### src/rtl/pwr_seq_pkg.sv
package pwr_seq_pkg;
  typedef enum logic [3:0] {
    ST_OFF,
    ST_SETTLE,
    ST_HOLD,
    ST_RAMP,
    ST_LATE_WAIT,
    ST_LATE_ON,
    ST_RST_HOLD,
    ST_RUN,
    ST_SHUT,
    ST_FAULT
  } seq_state_e;
endpackage

### src/rtl/pwr_sync.sv
module pwr_sync #(
  parameter int unsigned W = 1
) (
  input  logic         clk,
  input  logic         rst_n,
  input  logic [W-1:0] d,
  output logic [W-1:0] q
);
  logic [W-1:0] s1_q, s2_q;

  always_ff @(posedge clk or negedge rst_n) begin
    if (!rst_n) begin
      s1_q <= '0;
      s2_q <= '0;
    end else begin
      s1_q <= d;
      s2_q <= s1_q;
    end
  end

  assign q = s2_q;
endmodule

### src/rtl/pwr_filt.sv
module pwr_filt #(
  parameter int unsigned LEN = 4
) (
  input  logic clk,
  input  logic rst_n,
  input  logic d,
  output logic q
);
  localparam int unsigned CW = $clog2(LEN + 1);

  logic [CW-1:0] cnt_q, cnt_d;
  logic          val_q, val_d;

  always_comb begin
    cnt_d = '0;
    val_d = val_q;
    if (d != val_q) begin
      if (cnt_q == CW'(LEN - 1)) begin
        val_d = d;
      end else begin
        cnt_d = cnt_q + 1'b1;
      end
    end
  end

  always_ff @(posedge clk or negedge rst_n) begin
    if (!rst_n) begin
      cnt_q <= '0;
      val_q <= 1'b0;
    end else begin
      cnt_q <= cnt_d;
      val_q <= val_d;
    end
  end

  assign q = val_q;
endmodule

### src/rtl/pwr_timer.sv
module pwr_timer #(
  parameter int unsigned W = 16
) (
  input  logic         clk,
  input  logic         rst_n,
  input  logic         load,
  input  logic [W-1:0] load_val,
  output logic         done
);
  logic [W-1:0] cnt_q, cnt_d;
  logic         cnt_en;

  assign cnt_en = load || (cnt_q != '0);

  always_comb begin
    cnt_d = cnt_q;
    if (load)               cnt_d = load_val;
    else if (cnt_q != '0)   cnt_d = cnt_q - 1'b1;
  end

  always_ff @(posedge clk or negedge rst_n) begin
    if (!rst_n)      cnt_q <= '0;
    else if (cnt_en) cnt_q <= cnt_d;
  end

  assign done = (cnt_q == '0);
endmodule

### src/rtl/pwr_seq_ctrl.sv
module pwr_seq_ctrl #(
  parameter int unsigned CLK_HZ    = 50_000_000,
  parameter int unsigned N_MAIN    = 6,
  parameter int unsigned FILT_LEN  = 4,
  parameter int unsigned SETTLE_MS = 500,
  parameter int unsigned HOLD_MS   = 120,
  parameter int unsigned LATE_MS   = 100,
  parameter int unsigned RSTREL_MS = 500,
  parameter int unsigned TMO_MS    = 50
) (
  input  logic              clk,
  input  logic              rst_n,
  input  logic              up_en,
  input  logic              bus_ok,
  input  logic [N_MAIN-1:0] main_pg,
  input  logic              late_pg,
  input  logic              lin_ok,
  output logic              main_en,
  output logic              ramp_go,
  output logic              late_en,
  output logic              brd_rst_n
);
  import pwr_seq_pkg::*;

  localparam int unsigned CYC_MS     = (CLK_HZ / 1000 > 0) ? CLK_HZ / 1000 : 1;
  localparam int unsigned SETTLE_CYC = SETTLE_MS * CYC_MS;
  localparam int unsigned HOLD_CYC   = HOLD_MS * CYC_MS;
  localparam int unsigned LATE_CYC   = LATE_MS * CYC_MS;
  localparam int unsigned RSTREL_CYC = RSTREL_MS * CYC_MS;
  localparam int unsigned TMO_CYC    = TMO_MS * CYC_MS;
  localparam int unsigned MAX_A      = (SETTLE_CYC > RSTREL_CYC) ? SETTLE_CYC : RSTREL_CYC;
  localparam int unsigned MAX_B      = (HOLD_CYC > LATE_CYC) ? HOLD_CYC : LATE_CYC;
  localparam int unsigned MAX_C      = (MAX_A > MAX_B) ? MAX_A : MAX_B;
  localparam int unsigned MAX_CYC    = (MAX_C > TMO_CYC) ? MAX_C : TMO_CYC;
  localparam int unsigned TW         = $clog2(MAX_CYC + 1);
  localparam int unsigned SW         = N_MAIN + 4;

  logic [SW-1:0]     raw_v, sync_v;
  logic              en_s, bus_raw_s, bus_s, late_s, lin_s;
  logic [N_MAIN-1:0] main_s;
  logic              all_main, all_good, abort;
  logic              tmr_load, tmr_done;
  logic [TW-1:0]     tmr_val;
  seq_state_e        st_q, st_d;

  assign raw_v = {up_en, bus_ok, late_pg, lin_ok, main_pg};

  pwr_sync #(.W(SW)) u_sync (
    .clk(clk), .rst_n(rst_n), .d(raw_v), .q(sync_v)
  );

  assign en_s      = sync_v[SW-1];
  assign bus_raw_s = sync_v[SW-2];
  assign late_s    = sync_v[SW-3];
  assign lin_s     = sync_v[SW-4];
  assign main_s    = sync_v[N_MAIN-1:0];

  pwr_filt #(.LEN(FILT_LEN)) u_filt (
    .clk(clk), .rst_n(rst_n), .d(bus_raw_s), .q(bus_s)
  );

  assign all_main = &main_s;
  assign all_good = all_main && late_s && lin_s;
  assign abort    = !en_s || !bus_s;

  // next-state logic
  always_comb begin
    st_d = st_q;
    unique case (st_q)
      ST_OFF:       if (en_s && bus_s) st_d = ST_SETTLE;
      ST_SETTLE:    if (abort) st_d = ST_OFF;
                    else if (tmr_done) st_d = ST_HOLD;
      ST_HOLD:      if (abort) st_d = ST_SHUT;
                    else if (tmr_done) st_d = ST_RAMP;
      ST_RAMP:      if (abort) st_d = ST_SHUT;
                    else if (all_main) st_d = ST_LATE_WAIT;
                    else if (tmr_done) st_d = ST_FAULT;
      ST_LATE_WAIT: if (abort) st_d = ST_SHUT;
                    else if (tmr_done) st_d = ST_LATE_ON;
      ST_LATE_ON:   if (abort) st_d = ST_SHUT;
                    else if (all_good) st_d = ST_RST_HOLD;
      ST_RST_HOLD:  if (abort) st_d = ST_SHUT;
                    else if (tmr_done) st_d = ST_RUN;
      ST_RUN:       if (abort) st_d = ST_SHUT;
      ST_SHUT:      if (!bus_s || (main_s == '0)) st_d = ST_OFF;
      ST_FAULT:     if (!en_s) st_d = ST_OFF;
      default:      st_d = ST_OFF;
    endcase
  end

  // timer reload on every state entry
  assign tmr_load = (st_d != st_q);

  always_comb begin
    unique case (st_d)
      ST_SETTLE:    tmr_val = TW'(SETTLE_CYC - 1);
      ST_HOLD:      tmr_val = TW'(HOLD_CYC - 1);
      ST_RAMP:      tmr_val = TW'(TMO_CYC - 1);
      ST_LATE_WAIT: tmr_val = TW'(LATE_CYC - 1);
      ST_RST_HOLD:  tmr_val = TW'(RSTREL_CYC - 1);
      default:      tmr_val = '0;
    endcase
  end

  pwr_timer #(.W(TW)) u_tmr (
    .clk(clk), .rst_n(rst_n), .load(tmr_load), .load_val(tmr_val), .done(tmr_done)
  );

  always_ff @(posedge clk or negedge rst_n) begin
    if (!rst_n) st_q <= ST_OFF;
    else        st_q <= st_d;
  end

  // outputs decoded from state
  always_comb begin
    main_en   = 1'b0;
    ramp_go   = 1'b0;
    late_en   = 1'b0;
    brd_rst_n = 1'b0;
    unique case (st_q)
      ST_HOLD:      main_en = 1'b1;
      ST_RAMP,
      ST_LATE_WAIT: begin main_en = 1'b1; ramp_go = 1'b1; end
      ST_LATE_ON,
      ST_RST_HOLD:  begin main_en = 1'b1; ramp_go = 1'b1; late_en = 1'b1; end
      ST_RUN:       begin main_en = 1'b1; ramp_go = 1'b1; late_en = 1'b1; brd_rst_n = 1'b1; end
      ST_SHUT:      main_en = bus_s;
      default:      ;
    endcase
  end
endmodule

### config.mk
export PLATFORM = sky130hd
export DESIGN_NAME = pwr_seq_ctrl
export DESIGN_NICKNAME = d
export VERILOG_FILES = /design/src/rtl/pwr_seq_pkg.sv /design/src/rtl/pwr_sync.sv /design/src/rtl/pwr_filt.sv /design/src/rtl/pwr_timer.sv /design/src/rtl/pwr_seq_ctrl.sv
export SDC_FILE = /design/constraint.sdc
export NUM_CORES = 1
export LEC_CHECK = 0
export CAP_MARGIN = 25
export CORE_MARGIN = 3
export CORE_UTILIZATION = 50
export DETAILED_ROUTE_END_ITERATION = 8
export HOLD_SLACK_MARGIN = 0.1
export PLACE_DENSITY = 0.68
export SYNTH_ARGS = -nofsm -noshare
export SYNTH_HDL_FRONTEND = slang
export SYNTH_SLANG_ARGS = --single-unit
### constraint.sdc
create_clock -name clk -period 3 [get_ports clk]
set_clock_uncertainty 0.2 [all_clocks]
set_input_delay 0.6 -clock clk [delete_from_list [all_inputs] [get_ports clk]]
set_output_delay 0.6 -clock clk [all_outputs]
set_load 0.05 [all_outputs]
Word level (Yosys, flattened, before mapping) --
Index checks and enable logic that the tools add are counted.
Storage, ports and cells: memories kept 0, memory bits (writable) 0, logic and storage cells 72, input bits 12, memory bits (read-only) 0, output and inout bits 4, bits in latches 0, register bits after elaboration 53
Cells by class: magnitude comparators 0, multipliers 0, multiplexer cells 27, equal/unequal tests 17, reduce and logical (&&, ||, !) cells 20, add/subtract/negate cells 2, bitwise operators 0, shift-type cells 0, divide/modulo/power cells 0
Operators with widths (count):
- $pmux 25 s4 | 1
- $mux 4 | 17
- $mux 25 | 2
- $pmux 4 s10 | 1
- $logic_not 25->1 | 1
- $reduce_bool 25->1 | 1
- $sub 25x1->25 const B | 1
- $eq 4x3->1 const B | 6
- $eq 4x2->1 const B | 4
- $eq 4x1->1 const B | 2
- $eq 4x4->1 const B | 2
- $logic_not 6->1 | 1
- $mux 3 | 2
- $reduce_and 6->1 | 1
- $reduce_or 6->1 | 1
- $reduce_or 5->1 | 1
- $logic_not 4->1 | 1
- $ne 4x4->1 | 1
- $reduce_and 2->1 | 2
- $add 3x1->3 const B | 1
- $eq 3x2->1 const B | 1
- $logic_and 1x1->1 | 3
- $logic_or 1x1->1 | 3
- $mux 1 | 3
- other kinds (6) | 7

Logic depth before layout (Yosys ltp) --
Gate-level depths: netlist (run 1).
depth after elaboration 10, gate-level depth with buffers 12, depth with buffers taken out 10

Modules after synthesis --
From an unflattened synthesis (run 1), not the netlist that was laid out.
Unflattened totals: cells, all modules 304, area, all modules 2986.6 um^2
By module, submodules not included:
- pwr_timer | cells an instance 191, times used 1, area an instance 1706.6 um^2, sequential area each 625.6 um^2
- pwr_seq_ctrl | cells an instance 82, times used 1, area an instance 613.1 um^2, sequential area each 100.1 um^2
- pwr_sync | cells an instance 20, times used 1, area an instance 500.5 um^2, sequential area each 500.5 um^2
- pwr_filt | cells an instance 11, times used 1, area an instance 166.4 um^2, sequential area each 100.1 um^2

Least setup slack after synthesis (run 1) --
No wires, ideal clock.
path kind register to register, from reg u_tmr.cnt_q[0], to reg u_tmr.cnt_q[11], library setup time 0.142 ns, arrival 2.674 ns, buffers on the path 2, stages on the path, launching flop included 12, required time 2.658 ns, slack -0.016 ns, clock period less this slack 3.016 ns, cells stage by stage dfrtp_1 inv_1 ha_1 or4b_2 nor3_2 nand2_4 a22oi_2 mux2_2 o21a_1 buf_6 buf_12 mux2i_1
Between the ends: longest elaborated chain between the ends 9, elaborated cells on any way between the ends 28, those cells by class add/sub (1); eq/ne (6); mux (15); reduce/logical (6)
Ends and longest elaborated chain:
- from (decl) | RTL line pwr_timer.sv:10 | logic [W-1:0] cnt_q, cnt_d;
- from (signal assigned) | RTL line pwr_timer.sv:23 | else if (cnt_en) cnt_q <= cnt_d;
- $logic_not 25->1 | RTL line pwr_timer.sv:26 | assign done = (cnt_q == '0);
- $mux 4 | RTL line pwr_seq_ctrl.sv:77 | else if (tmr_done) st_d = ST_FAULT;
- $mux 4 | RTL line pwr_seq_ctrl.sv:76 | else if (all_main) st_d = ST_LATE_WAIT;
- $mux 4 | RTL line pwr_seq_ctrl.sv:75 | ST_RAMP: if (abort) st_d = ST_SHUT;
- $pmux 4 s10 | RTL line pwr_seq_ctrl.sv:69 | unique case (st_q)
- $eq 4x3->1 or $eq 4x1->1 (tied branches) | RTL line pwr_seq_ctrl.sv:95 | unique case (st_d)
- $reduce_or 2->1 (no line)
- $pmux 25 s4 | RTL line pwr_seq_ctrl.sv:95
- $mux 25 | RTL line pwr_timer.sv:17 | if (load) cnt_d = load_val;
Several ways; a longest one is shown, not always the timed one. The select of a mux whose other input is x is not followed. A chain may end at the register's enable or synchronous reset.

Worst setup path in the final report (run 1) --
from reg u_tmr.cnt_q[22], to reg u_tmr.cnt_q[1]
The elaborated chain is that of the path after synthesis.

==> results of run 1 <==
## critical path: cells and delay by family, from the launching register on
kind	cells	cell delay, ps
AO/OA/AOI/OAI	3	630
AND/OR/NAND/NOR	3	860
flip-flops	1	430
buffers and inverters	4	620
multiplexers	1	140
## area by class of cell
class | instances | area share, %
clock buffers | 5 | 2.05
inverters | 4 | 0.446
flip-flops and latches | 53 | 39.4
clock inverters | 3 | 0.781
well taps | 70 | 2.60
multi-input cells | 188 | 42.0
repair buffers | 47 | 12.7
## state kept, by name, indices dropped and copies added (netlist names)
signal / flops
st_q: 4
u_filt.cnt_q: 3
u_filt.q: 1
u_sync.q: 10
u_sync.s1_q: 10
u_tmr.cnt_q: 25
## through the flow
step                      utilization (%)  power [W]  cell area (um^2)
after floorplan                         -    0.00195              2720
after global placement               59.1    0.00226              3060
after detailed placement             59.1    0.00229              3060
after CTS                            63.8    0.00296              3300
after global routing                 65.0    0.00323              3360
final                                65.0    0.00301              3360
## power groups by stage
| stage | combinational [W] | sequential (W) | clock (W) |
|---|---|---|---|
| floorplan | 0.000938 | 0.00101 | 0 |
| global placement | 0.00122 | 0.00104 | 0 |
| detailed placement | 0.00124 | 0.00105 | 0 |
| CTS | 0.00151 | 0.00103 | 0.000420 |
| global route | 0.00171 | 0.00106 | 0.000462 |
| finish | 0.00156 | 0.00104 | 0.000411 |
## cells by family after synthesis
kind of cell | count (synthesis) | share of synthesized area, %
and+or+nand+nor | 102 | 20.9
DFF | 53 | 48.8
AOI/OAI and AO/OA | 40 | 11.0
muxes | 26 | 9.68
xor gates and xnor gates | 18 | 5.81
buffers and inverters | 14 | 2.86
adders and majority gates | 2 | 0.922
## worst paths after layout
| kind | endpoint | from | slack, ps |
|---|---|---|---|
| worst min-delay path | u_sync.q[0] | u_sync.s1_q[0] | 160 |
| min in group asynchronous | u_tmr.cnt_q[22] | rst_n | 200 |
| worst max register to register | u_tmr.cnt_q[1] | u_tmr.cnt_q[22] | -3 |
| worst min register to register | u_sync.q[0] | u_sync.s1_q[0] | 160 |
| worst max-delay path | u_tmr.cnt_q[1] | u_tmr.cnt_q[22] | -3 |
| max in group asynchronous | u_tmr.cnt_q[2] | rst_n | 1960 |
## placed cells by master (no fill, tap or decap), drive strengths merged, types with 2 or more instances in the layout
master	count
or3	6
inv	5
buf	34
ha	2
a211oi	5
nand2	25
nor4	8
nand3	2
clkinvlp	2
and2	7
o21ai	7
mux2i	24
or4	6
mux2	2
clkdlybuf4s50	13
nand2b	4
nor2	23
nor3b	2
dfrtp	53
nor2b	2
a21oi	10
nor3	8
xnor2	7
a2111oi	2
xor2	11
nand3b	4
clkbuf	5
o31ai	4
## routing by layer
metal  share of wire [%]  global-route usage (%)
met4                 1.8                    6.53
met3                 4.1                    2.71
met5                   0                       0
met2                  51                    33.2
met1                  43                    26.5
## timing repair
item,4_1_cts,5_1_grt
setup buffers,7,4
resized for setup,7,22
pin swaps,4,6
endpoints found under the setup margin,21,23
gates cloned,2,0
==> out/qor.csv, run 1 <==
stage,metric,value,unit
floorplan,floorplan.die.width,79.7,um
worst_setup_path,most_prevalent_standard_cell_on_the_critical_path,buf_4,
detailed_routing,drt_via_density,5.64,
clock_network,cts.path.max_buffers,2,
worst_setup_path,critical_path.max_fanout,5,
worst_hold_path,min-delay-path-class,flop to flop,
power_and_ir_drop,power.combinational.fraction,51.9,%
floorplan,initial_utilization,52.5,%
sta,worstMarginPinSlew,649,ps
placement,gp_congestion,0.838,
power_and_ir_drop,seqPwrFrac,34.5,%
sta,finalSetupViolations,1,
worst_setup_path,critical_path_launch_point_type,flop,
placement,cell_count_after_placement,351,
sta,timing.final.hold_violations,0,
sta,postLayoutSetupSlackWorst,-2.80,ps
sta,timing.max_slew.rel_slack,56.7,%
logic_synthesis,async_reset_ff_share,100,%
sta,fin_hold_ws,157,ps
logic_synthesis,top_area_cell_type_share_of_the_netlist_area,48.8,%
power_and_ir_drop,power.ir.vdd_worst,0.000475,V
detailed_routing,routedWlPerCell,16.0,um
worst_setup_path,cp-end-kind,flop,
detailed_routing,dr.pass1.iters,5,
sta,period_minus_slack,3000,ps
cells_and_area,num_antenna_cells,0,
floorplan,io_count,16,
power_and_ir_drop,intPower,0.00186,W
worst_setup_path,worst-setup-path-type,flop to flop,
logic_synthesis,synth.cells.most_frequent,"dfrtp_1 (53), mux2i_1 (24), nand2_1 (24), nor2_1 (23), xor2_1 (11)",
logic_synthesis,mappedNetlistNets,269,
clock_network,clock-root-buffer,clkbuf_8,
clock_network,htree_num_levels,2,
power_and_ir_drop,power_frac_clock,13.6,%
logic_synthesis,synth_cell_types,53,
detailed_routing,ant_nets,0,
detailed_routing,vias,2088,
power_and_ir_drop,p_sw,0.00115,W
cells_and_area,nets,313,
clock_network,tritoncts,yes,
grt,grt_pass1_vias,2047,
floorplan,core.rowCount,26,
placement,place_ws,-45.9,ps
floorplan,fp.dieH,79.7,um
detailed_routing,wirelength,5930,um
sta,final_min_period_over_clock_period,100,%
logic_synthesis,synth-edff-count,0,
logic_synthesis,ys.flop_type,dfrtp_1,
power_and_ir_drop,leakage,1.54,nW
logic_synthesis,synthTopCellsByArea,"dfrtp_1 (49%), mux2i_1 (8.8%), xor2_1 (3.5%), nand2_1 (3.3%), nor2_1 (3.2%)",
worst_setup_path,r2r.worst_path.cells,11,
clock_network,clkSinkCount,53,
cells_and_area,fraction_of_final_layout_cells_with_drive_strength_greater_than_1,24.3,%
grt,grt_antenna_before_repair,0,
detailed_routing,detail_route.drc_violations,0,
placement,port_buffers,15,
grt,globalRouteOverflowTotal,0,
floorplan,fp.coreArea,5170,um^2
power_and_ir_drop,switching_share,38.2,%
cells_and_area,filler_cell_count,396,
sta,grt_setup_unrepaired,yes,
clock_network,cts.hold.buffers_added,0,
power_and_ir_drop,power-per-cell-area,896,nW/um^2
status,status,"finished, violations left",
cells_and_area,seqCellArea,1330,um^2
sta,final_sum_of_negative_setup_slack,-2.80,ps
worst_setup_path,worstPathRequired,2980,ps
run,drv.max_cap_violation_count,0,
cells_and_area,multi_input_comb_area,1410,um^2
worst_setup_path,timing.critical_path.cells,or4_4 > nor4_4 > buf_4 > nand2_4 > a221oi_4 > buf_4 > a21boi_2 > o21a_2 > buf_6 > buf_16 > mux2i_2,
logic_synthesis,synth_sequential_area_ratio,48.8,%
detailed_routing,detailed_route_iter0_violations,184,
sta,maximum_operating_frequency,0.333,GHz
grt,grt_start_max_net_pins,54,
grt,grt_use_total,19.8,%
logic_synthesis,synthDominantAreaCellType,dfrtp_1,
logic_synthesis,syn-instance-count,255,
sta,finalMaxSlewViolations,0,
cells_and_area,final_cells,370,
clock_network,number_of_buffers_created_by_cts,5,
cells_and_area,flow.area_growth_from_synthesis,23.9,%
grt,grt_first_pass_wirelength,9760,um
worst_setup_path,cpPeakStageDelay,570,ps
worst_setup_path,cpMaxStageDelayCell,or4_4,
logic_synthesis,most_frequent_cell_after_synthesis,dfrtp_1,
logic_synthesis,synth.ff_latch_count,53,
logic_synthesis,synth_area_per_cell,10.6,um^2
clock_network,clkLatencyLatePin,300,ps
worst_setup_path,worst-endpoint-arrival,2980,ps
clock_network,worst_setup_hold_path_clk_slew,100,ps
logic_synthesis,synth_area,2720,um^2
logic_synthesis,synth-warning-count,0,
floorplan,floorplan.die_area,6350,um^2
status,failed_checks,negative setup slack,
worst_hold_path,worstHoldPathCells,0,
placement,dp_hpwl,4020,um
Note: power is estimated with default switching activity, not from simulation.
==> run 2, diff against run 1 <==
CELL_PAD_IN_SITES_DETAIL_PLACEMENT = 1   (was default)
CELL_PAD_IN_SITES_GLOBAL_PLACEMENT = 1   (was default)
CORE_UTILIZATION = 42   (was 50)
PLACE_DENSITY = 0.71   (was 0.68)
==> run 2 against run 1 <==
Compared with the run above:
- via count rose by 2.9%
- utilization decreased by 8.4 points
- hold slack improved by 1.5 ps
- the run now ends clean
- critical path depth decreased by 1
- fmax increased by 2.2%
- register-to-register slack better by 60 ps
- largest power group unchanged
- first-iteration DRC count down 47%
- sequential cell count unchanged
- final area rose by 2.6%
- clock-buffer cell count unchanged
==> out/qor.csv, run 2 (synthesized netlist as in run 1, its figures left out) <==
stage,metric,value,unit,change
power_and_ir_drop,power_frac_clock,16.2,%,+2.6 points
detailed_routing,ant_nets,0,,unchanged
clock_network,clkLatencyLatePin,310,ps,about the same
clock_network,clock-root-buffer,clkbuf_8,,
cells_and_area,nets,319,,+1.9%
cells_and_area,most-common-layout-cells,"dfrtp_1 (53), buf_4 (36), nand2_1 (24)",,
power_and_ir_drop,switching_share,37.9,%,-0.36 points
grt,grt_pass1_vias,2234,,+9.1%
worst_setup_path,cp-end-kind,flop,,
worst_setup_path,critical_path_launch_point_type,flop,,
floorplan,io_count,16,,unchanged
sta,fin_hold_ws,158,ps,+1.47 ps
grt,grt_first_pass_wirelength,11500,um,+18%
detailed_routing,routedWlPerCell,18.3,um,+14%
worst_setup_path,cpMaxStageDelayCell,or4_4,,
clock_network,cts.path.max_buffers,2,,unchanged
power_and_ir_drop,seqPwrFrac,33.2,%,-1.3 points
worst_hold_path,min-delay-path-class,flop to flop,,
worst_setup_path,most_prevalent_standard_cell_on_the_critical_path,buf_4,,
sta,final_min_period_over_clock_period,98.0,%,-2.1 points
power_and_ir_drop,p_sw,0.00118,W,+2.7%
power_and_ir_drop,power.combinational.fraction,50.5,%,-1.4 points
grt,grt_use_total,19.7,%,-0.098 points
clock_network,number_of_buffers_created_by_cts,5,,unchanged
cells_and_area,flow.area_growth_from_synthesis,27.2,%,
floorplan,initial_utilization,44.5,%,-8.0 points
worst_setup_path,buffers_inverters_on_critical_path,3,,-1
cells_and_area,final_cells,381,,+3.0%
floorplan,fp.dieH,86.4,um,+8.4%
sta,finalMaxSlewViolations,0,,unchanged
clock_network,htree_num_levels,2,,unchanged
clock_network,cts.hold.buffers_added,0,,unchanged
status,status,completed,,
floorplan,floorplan.die_area,7460,um^2,+18%
grt,gr-usage-met2,34.2,%,+0.99 points
sta,final_sum_of_negative_setup_slack,0,ps,+2.80 ps
detailed_routing,detailed_route_iter0_violations,97,,-47%
worst_setup_path,setup.reg_to_reg.worst_slack,60,ps,+60 ps
clock_network,tritoncts,yes,,
sta,maximum_operating_frequency,0.340,GHz,+2.2%
sta,grt_setup_unrepaired,yes,,
cells_and_area,final_core_utilization,56.7,%,-8.4 points
placement,cell_count_after_placement,363,,+3.4%
floorplan,floorplan.die.width,86.4,um,+8.4%
power_and_ir_drop,power.ir.vdd_worst,0.000471,V,-0.86%
cells_and_area,largest_reg_flops,25,,unchanged
cells_and_area,regMostFlops,u_tmr.cnt_q,,
clock_network,clkSinkCount,53,,unchanged
placement,port_buffers,15,,unchanged
power_and_ir_drop,leakage,1.62,nW,+5.4%
run,drv.max_cap_violation_count,0,,unchanged
worst_setup_path,worst-setup-path-type,flop to flop,,
grt,grtUsageMet3,3.23,%,+0.52 points
detailed_routing,dr.pass1.iters,4,,-1
cells_and_area,finish.instance_area,3450,um^2,+2.6%
power_and_ir_drop,power-per-cell-area,905,nW/um^2,+1.0%
worst_setup_path,cpPeakStageDelay,560,ps,about the same
worst_setup_path,critPathTopFamily,simple AND/OR/NAND/NOR gates,,
placement,dp_hpwl,4690,um,+17%
cells_and_area,num_antenna_cells,0,,unchanged
cells_and_area,filler_cell_count,658,,+66%
sta,finalSetupViolations,0,,-1
grt,globalRouteOverflowTotal,0,,unchanged
sta,worstMarginPinSlew,657,ps,+7.91 ps
grt,grt_start_max_net_pins,54,,unchanged
grt,grt_antenna_before_repair,0,,unchanged
placement,place_area,3120,um^2,+1.9%
floorplan,fp.coreArea,6100,um^2,+18%
worst_setup_path,critical_path.max_fanout,5,,unchanged
worst_setup_path,worst-endpoint-arrival,2940,ps,-40 ps
sta,period_minus_slack,2940,ps,-63.6 ps
grt,met1_usage_in_global_routing,26.0,%,-0.47 points
sta,timing.final.hold_violations,0,,unchanged
placement,gp_congestion,0.808,,-3.6%
detailed_routing,detail_route.drc_violations,0,,unchanged
detailed_routing,wirelength,6990,um,+18%
cells_and_area,layout.cells.most_common,dfrtp_1,,
detailed_routing,vias,2148,,+2.9%
sta,timing.max_slew.rel_slack,56.2,%,-0.53 points
detailed_routing,drt_via_density,5.64,,about the same
cells_and_area,fraction_of_final_layout_cells_with_drive_strength_greater_than_1,25.2,%,+0.83 points
grt,grt-busiest-layer,met2,,
power_and_ir_drop,intPower,0.00194,W,+4.3%
clock_network,worst_setup_hold_path_clk_slew,100,ps,about the same
worst_setup_path,worstPathRequired,3000,ps,+20 ps
floorplan,core.rowCount,28,,+7.7%
worst_setup_path,timing.critical_path.cells,or4_4 > nor4_4 > buf_4 > nand2_4 > a221oi_4 > buf_4 > a21oi_2 > buf_4 > a211oi_4 > mux2i_1,,
## run 2: cell types whose count changed in the layout (fill, tap and decap cells not counted), sizes merged
cell / delta
clkinvlp: -2
dlymetal6s2s: +1
clkdlybuf4s50: -1
buf: +6
inv: +1
bufinv: +1
## run 2: final timing paths
path	startpoint	endpoint	cells after the start
min in group asynchronous	rst_n	u_sync.s1_q[3]	2
min reg2reg	u_sync.s1_q[5]	u_sync.q[5]	0
max	u_tmr.cnt_q[21]	u_tmr.cnt_q[16]	10
min	u_sync.s1_q[5]	u_sync.q[5]	0
max in group asynchronous	rst_n	u_tmr.cnt_q[14]	2
max reg2reg	u_tmr.cnt_q[21]	u_tmr.cnt_q[16]	10
## run 2: final cells by class
type	count	area, um^2	share of cell area (%)
Inverter	4	15.0	0.435
Multi-Input combinational cell	188	1440	41.6
Tap cell	75	93.8	2.72
Clock inverter	3	47.5	1.38
Timing Repair Buffer	53	467	13.5
Clock buffer	5	68.8	1.99
Sequential cell	53	1330	38.4
## run 2: metrics by stage
stage	setup slack (ps)	total power (W)
after floorplan	15.3	0.00195
after global placement	-66.9	0.00234
after detailed placement	-164	0.00238
after CTS	10.8	0.00300
after global routing	-52.7	0.00333
final	60.8	0.00313
## run 2: metal layers
layer,wire length [um],vias up
met4,58,0
met1,3140,1099
met5,0,-
met3,171,7
met2,3620,31
li1,-,1011
## run 2: power groups by stage
stage	clock network, W	registers, W	logic, W
2_1_floorplan	0	0.00101	0.000938
3_3_place_gp	0	0.00104	0.00130
5_1_grt	0.000554	0.00106	0.00172
4_1_cts	0.000515	0.00103	0.00146
6_report	0.000507	0.00104	0.00158
3_5_place_dp	0	0.00104	0.00134
## run 2: repair_timing
| action | in CTS | in global routing |
|---|---|---|
| endpoints found under the setup margin | 21 | 25 |
| cloned | 1 | 0 |
| resized for setup | 9 | 22 |
| setup buffers | 3 | 6 |
| pin swaps | 3 | 9 |
## run 2: worst reg2reg max path: stages, from the launching register on
cell	delay, ps
dfrtp_1	400
or4_4	560
nor4_4	260
buf_4	190
nand2_4	80
a221oi_4	290
buf_4	180
a21oi_2	100
buf_4	200
a211oi_4	270
mux2i_1	100
